File: src/rtl/cfd_pkg.sv
package cfd_pkg;
    localparam int NUM_CH  = 4;
    localparam int CH_OCD  = 0;
    localparam int CH_SCC  = 1;
    localparam int CH_SCD1 = 2;
    localparam int CH_SCD2 = 3;
    localparam int CODE_W  = 4;
endpackage

File: src/rtl/cfd_trip_cmp.sv
module cfd_trip_cmp #(
    parameter int SAMPLE_W = 16,
    parameter int CODE_W   = 4,
    parameter int BASE     = 2,
    parameter int STEP_LSB = 111,
    parameter bit POSITIVE = 1'b0
) (
    input  logic [SAMPLE_W-1:0] sample,
    input  logic [CODE_W-1:0]   code,
    input  logic                range_x2,
    output logic                trip
);
    logic [SAMPLE_W-1:0] steps;
    logic [SAMPLE_W-1:0] mag;
    logic [SAMPLE_W-1:0] mag_sc;
    logic signed [SAMPLE_W:0] thr;
    logic signed [SAMPLE_W:0] s_ext;

    always_comb begin
        steps  = SAMPLE_W'(BASE) + SAMPLE_W'(code);
        mag    = steps * SAMPLE_W'(STEP_LSB);
        mag_sc = range_x2 ? {mag[SAMPLE_W-2:0], 1'b0} : mag;
        thr    = $signed({1'b0, mag_sc});
        s_ext  = $signed({sample[SAMPLE_W-1], sample});
    end

    generate
        if (POSITIVE) begin : g_pos
            assign trip = (s_ext > thr);
        end else begin : g_neg
            assign trip = (s_ext < -thr);
        end
    endgenerate
endmodule

File: src/rtl/cfd_delay_timer.sv
module cfd_delay_timer #(
    parameter int CNT_W = 13
) (
    input  logic             clk,
    input  logic             rst_n,
    input  logic             clr,
    input  logic             tick,
    input  logic             trip,
    input  logic [CNT_W-1:0] limit,
    output logic             fault
);
    typedef struct packed {
        logic [CNT_W-1:0] cnt;
        logic             fault;
    } tmr_t;

    tmr_t st_d, st_q;

    always_comb begin
        st_d = st_q;
        if (clr) begin
            st_d.cnt   = '0;
            st_d.fault = 1'b0;
        end else begin
            if (!trip) begin
                st_d.cnt = '0;
            end else if (tick && (st_q.cnt < limit)) begin
                st_d.cnt = st_q.cnt + 1'b1;
            end
            if (trip && (st_q.cnt >= limit)) begin
                st_d.fault = 1'b1;
            end
        end
    end

    always_ff @(posedge clk or negedge rst_n) begin
        if (!rst_n) begin
            st_q <= '0;
        end else begin
            st_q <= st_d;
        end
    end

    assign fault = st_q.fault;
endmodule

File: src/rtl/cur_fault_guard.sv
module cur_fault_guard
    import cfd_pkg::*;
#(
    parameter int SAMPLE_W       = 16,
    parameter int OCD_LSB        = 28,
    parameter int SC_LSB         = 111,
    parameter int OCD_BASE_TICKS = 262,
    parameter int OCD_STEP_TICKS = 524,
    parameter int SC_STEP_TICKS  = 16
) (
    input  logic                clk,
    input  logic                rst_n,
    input  logic                tick,
    input  logic                clr,
    input  logic [SAMPLE_W-1:0] sample,
    input  logic                sense_x2,
    input  logic                scd_x2,
    input  logic [3:0]          ocd_thr,
    input  logic [3:0]          ocd_dly,
    input  logic [2:0]          scc_thr,
    input  logic [3:0]          scc_dly,
    input  logic [2:0]          scd1_thr,
    input  logic [3:0]          scd1_dly,
    input  logic [2:0]          scd2_thr,
    input  logic [3:0]          scd2_dly,
    output logic [3:0]          fault,
    output logic                chg_en,
    output logic                dsg_en
);
    localparam int DLY_MAX   = (1 << CODE_W) - 1;
    localparam int OCD_MAX   = OCD_BASE_TICKS + DLY_MAX * OCD_STEP_TICKS;
    localparam int SCD_MAX   = DLY_MAX * 2 * SC_STEP_TICKS;
    localparam int LIMIT_MAX = (OCD_MAX > SCD_MAX) ? OCD_MAX : SCD_MAX;
    localparam int CNT_W     = $clog2(LIMIT_MAX + 1);
    localparam int SCD2_STEP = SC_STEP_TICKS / 2;

    logic [CODE_W-1:0] thr_code [NUM_CH];
    logic [CNT_W-1:0]  lim      [NUM_CH];
    logic [NUM_CH-1:0] trip_vec;

    always_comb begin
        thr_code[CH_OCD]  = ocd_thr;
        thr_code[CH_SCC]  = {1'b0, scc_thr};
        thr_code[CH_SCD1] = {1'b0, scd1_thr};
        thr_code[CH_SCD2] = {1'b0, scd2_thr};

        lim[CH_OCD] = CNT_W'(OCD_BASE_TICKS) + CNT_W'(ocd_dly) * CNT_W'(OCD_STEP_TICKS);
        lim[CH_SCC] = CNT_W'(scc_dly) * CNT_W'(SC_STEP_TICKS);
        lim[CH_SCD1] = scd_x2 ? CNT_W'(scd1_dly) * CNT_W'(2 * SC_STEP_TICKS)
                              : CNT_W'(scd1_dly) * CNT_W'(SC_STEP_TICKS);
        lim[CH_SCD2] = scd_x2 ? CNT_W'(scd2_dly) * CNT_W'(2 * SCD2_STEP)
                              : CNT_W'(scd2_dly) * CNT_W'(SCD2_STEP);
    end

    generate
        for (genvar g = 0; g < NUM_CH; g++) begin : g_ch
            cfd_trip_cmp #(
                .SAMPLE_W (SAMPLE_W),
                .CODE_W   (CODE_W),
                .BASE     ((g == CH_OCD) ? 3 : 2),
                .STEP_LSB ((g == CH_OCD) ? OCD_LSB : SC_LSB),
                .POSITIVE ((g == CH_SCC) ? 1'b1 : 1'b0)
            ) u_cmp (
                .sample   (sample),
                .code     (thr_code[g]),
                .range_x2 (sense_x2),
                .trip     (trip_vec[g])
            );

            cfd_delay_timer #(
                .CNT_W (CNT_W)
            ) u_tmr (
                .clk   (clk),
                .rst_n (rst_n),
                .clr   (clr),
                .tick  (tick),
                .trip  (trip_vec[g]),
                .limit (lim[g]),
                .fault (fault[g])
            );
        end
    endgenerate

    assign chg_en = ~fault[CH_SCC];
    assign dsg_en = ~(fault[CH_OCD] | fault[CH_SCD1] | fault[CH_SCD2]);
endmodule

File: config.mk
export PLATFORM = sky130hd
export DESIGN_NAME = cur_fault_guard
export DESIGN_NICKNAME = d
export VERILOG_FILES = /design/src/rtl/cfd_pkg.sv /design/src/rtl/cfd_trip_cmp.sv /design/src/rtl/cfd_delay_timer.sv /design/src/rtl/cur_fault_guard.sv
export SDC_FILE = /design/constraint.sdc
export NUM_CORES = 1
export LEC_CHECK = 0
export ABC_AREA = 0
export CAP_MARGIN = 10
export CORE_UTILIZATION = 40
export DETAILED_ROUTE_END_ITERATION = 6
export GPL_TIMING_DRIVEN = 0
export MAX_ROUTING_LAYER = met4
export PLACE_DENSITY = 0.61
export SLEW_MARGIN = 20
export SYNTH_ARGS = -nofsm -noshare
export SYNTH_HDL_FRONTEND = slang
export SYNTH_HIERARCHICAL = 1
export SYNTH_SLANG_ARGS = --single-unit
File: constraint.sdc
create_clock -name clk -period 5.1 [get_ports clk]
set_input_delay 0.765 -clock clk [delete_from_list [all_inputs] [get_ports clk]]
set_output_delay 0.765 -clock clk [all_outputs]
set_load 0.1 [all_outputs]
==> impl_metrics.json <==
{
  "ios": 57,
  "ctsHoldBuffers": 0,
  "drtIter0Drc": 392,
  "synth_ff_type": "dfrtp_1",
  "r2r-start": "g_ch[0].u_tmr/st_q[13]$_DFFE_PN0P_",
  "slew_headroom": 0.353,
  "cts_buffer_depth": 2,
  "yosys.area.top_type_share": 0.242,
  "worst_ir_drop_vdd_uv": 172,
  "syn-instance-count": 1263,
  "cp-start-kind": "input pin",
  "yosysWarningCount": 6,
  "synth_most_common_cell": "ha_1",
  "drive_gt1_frac": 0.219,
  "rrSetupSlack_ns": 2.84,
  "r2r_end": "g_ch[0].u_tmr/st_q[9]$_DFFE_PN0P_",
  "fin_nets": 1709,
  "violations": "DRC, setup timing",
  "fin_crit_ns": 5.80,
  "grt_max_degree": 37,
  "gp_congestion": 0.798,
  "drv_slew": 0,
  "p_total_uw": 3560,
  "vias": 9282,
  "fill_cells": 2461,
  "r2r.worst_path.cells": 7,
  "fin_ws_ns": -0.698,
  "grt-ovfl-total": 0,
  "postSynthAreaPerCell_um2": 8.44,
  "clk_latency_ns": 0.30,
  "die_y_um": 165,
  "start_util": 0.408,
  "io_buffers": 54,
  "clockRootBuffer": "clkbuf_16",
  "n_antenna_cell": 0,
  "fin_skew_ns": 0.00521,
  "syn_area_um2": 10700,
  "final_util": 0.522,
  "hold_path.class": "input pin to asynchronous set/reset pin",
  "grt_pass1_vias": 9007,
  "dr.pass1.iters": 7,
  "synthTopCellsByArea": "ha_1 (24%), dfrtp_1 (13%), inv_1 (5.2%)",
  "end_kind": "flop",
  "synth_edf_count": 0,
  "rsz0062_at_grt": "true",
  "pwr-share-comb": 0.761,
  "cts_max_level": 2,
  "routedWlPerCell_um": 14.1,
  "leakagePower_uw": 0.00610,
  "clock.fmax_mhz": 172,
  "yosys.area.top_type": "ha_1",
  "hold_viol": 0,
  "wirelength_um": 24900,
  "grt_pass1_wl_um": 42700,
  "routed_via_density": 5.27,
  "p_int_uw": 1970,
  "swShare": 0.446,
  "powerDensity_nw_per_um2": 261,
  "async_flop_share": 1.00,
  "pwr-share-clk": 0.113,
  "cts_buffers": 5,
  "finalSetupViolCount": 42,
  "synth_common_cells": "ha_1 (206), inv_1 (147), a21oi_1 (101)",
  "seqPwrFrac": 0.126,
  "tightest_slew_ns": 0.967,
  "arrival_ns": 5.98,
  "outcome": "finished, violations left",
  "synth_cell_types": 99,
  "startpoint": "scd2_thr[1]",
  "die_w_um": 165,
  "holdWs_ns": 0.359,
  "cp_data_required_time_ns": 5.28,
  "switchingPower_uw": 1590,
  "dieArea_um2": 27300,
  "num_rows": 59,
  "final.period_utilization": 1.14,
  "grtUsageTotal": 0.194,
  "cts.clk_slew.worst_paths_ns": 0.07,
  "cts.sinks": 56,
  "fin_area_um2": 13600,
  "post-place-ws_ns": -2.24,
  "area_growth_pct": 27.9,
  "cts_tree": "yes",
  "ys_ff_latch": 56,
  "worstSetupPathType": "input pin to flop",
  "ys_seq_area_frac": 0.131,
  "cap_violations": 0,
  "worstPathMaxFanout": 5,
  "antenna_found_initial": 0,
  "place_area_um2": 12200,
  "core_um2": 26100,
  "post-dp-hpwl_um": 19500,
  "drtAntennaViolNets": 0,
  "route.detailed.drc": 4
}
-- cells by family after synthesis --
kind of cell | share of synthesized area
buf+inv | 0.0667
xor+xnor | 0.0690
compound gates | 0.206
fa+ha+maj | 0.291
other cells | 0.000704
flops | 0.131
mux | 0.0227
simple gates | 0.213
-- critical path: stages --
cell       delay (ns)
buf_12           0.11
ha_4             0.16
xor2_4           0.16
buf_6            0.14
ha_4             0.22
fa_1             0.52
inv_1            0.05
fa_1             0.48
inv_2            0.05
ha_4             0.23
and3b_1          0.21
a221oi_4         0.34
and3_4           0.26
o311ai_4         0.13
a2111oi_4        0.33
buf_4            0.17
nor2_1           0.03
a21o_1           0.22
ha_4             0.28
nand4_1          0.10
buf_4            0.15
o31ai_2          0.25
a32oi_2          0.18
nand2b_1         0.20
clkbuf_8         0.20
a21oi_2          0.03
-- how the worst max path moves through the flow --
stage	endpoint	slack [ns]	cells after the start
floorplan	g_ch[3].u_tmr/st_q[13]$_DFFE_PN0P_	-0.58	22
global placement	g_ch[3].u_tmr/st_q[6]$_DFFE_PN0P_	-2.16	25
detailed placement	g_ch[3].u_tmr/st_q[2]$_DFFE_PN0P_	-2.24	25
CTS	g_ch[3].u_tmr/st_q[8]$_DFFE_PN0P_	-0.70	24
global route	g_ch[3].u_tmr/st_q[10]$_DFFE_PN0P_	-0.95	26
finish	g_ch[3].u_tmr/st_q[10]$_DFFE_PN0P_	-0.70	26
-- what timing repair did --
action / 4_1_cts / 5_1_grt
gates resized for setup: 144 / 48
setup buffers: 50 / 15
setup endpoints to repair: 56 / 56
gates cloned: 3 / 0
pin swaps: 84 / 38
-- sequential cells by signal, indices dropped and copies added, names as in the netlist --
signal            flops
g_ch.u_tmr/st_q      52
g_ch.u_tmr/fault      4
-- power groups by stage --
stage | Sequential (µW) | Combinational, µW | Clock [µW]
2_1_floorplan | 457 | 1840 | 0
3_3_place_gp | 457 | 2220 | 0
3_5_place_dp | 457 | 2270 | 0
4_1_cts | 449 | 2590 | 413
5_1_grt | 449 | 3030 | 431
6_report | 449 | 2710 | 401
-- layout make-up --
cell class	instances	area (µm²)	share of cell area
Timing Repair Buffer	123	1190	0.0876
Sequential cell	56	1400	0.103
Clock inverter	2	35.0	0.00257
Tap cell	335	419	0.0308
Buffer	22	190	0.0140
Multi-Input combinational cell	1069	9690	0.711
Inverter	149	571	0.0419
Clock buffer	6	129	0.00946
-- through the flow --
step,setup TNS [ns],cells
2_1_floorplan,-12.35,1297
3_3_place_gp,-94.44,1686
3_5_place_dp,-97.79,1687
4_1_cts,-16.62,1747
5_1_grt,-26.61,1762
6_report,-17.71,1762
-- per-layer routing --
metal	track usage	wire length, µm	up-vias
li1	-	-	4851
met1	0.266	12600	4331
met2	0.317	11500	80
met3	0.0132	411	20
met4	0.0334	346	0
met5	-	0	-
-- cell usage in the layout, fill, tap and decap left out, drive strengths merged, types with 19 or more instances in the layout --
cell           Yosys  layout
xor2              34      34
a21o              34      34
clkdlybuf4s50      0      44
a21oi            107     107
ha               206     206
buf               11      88
nor2b             24      24
nand4             31      31
nand2b            19      19
dfrtp             56      56
nand3             34      34
o21ai             60      60
xnor2             44      44
fa                26      26
conb               2      36
nor2              54      54
nor3              35      35
inv              148     145
nand2             90      90
or3               22      22
Note: power is estimated with default switching activity, not from simulation.
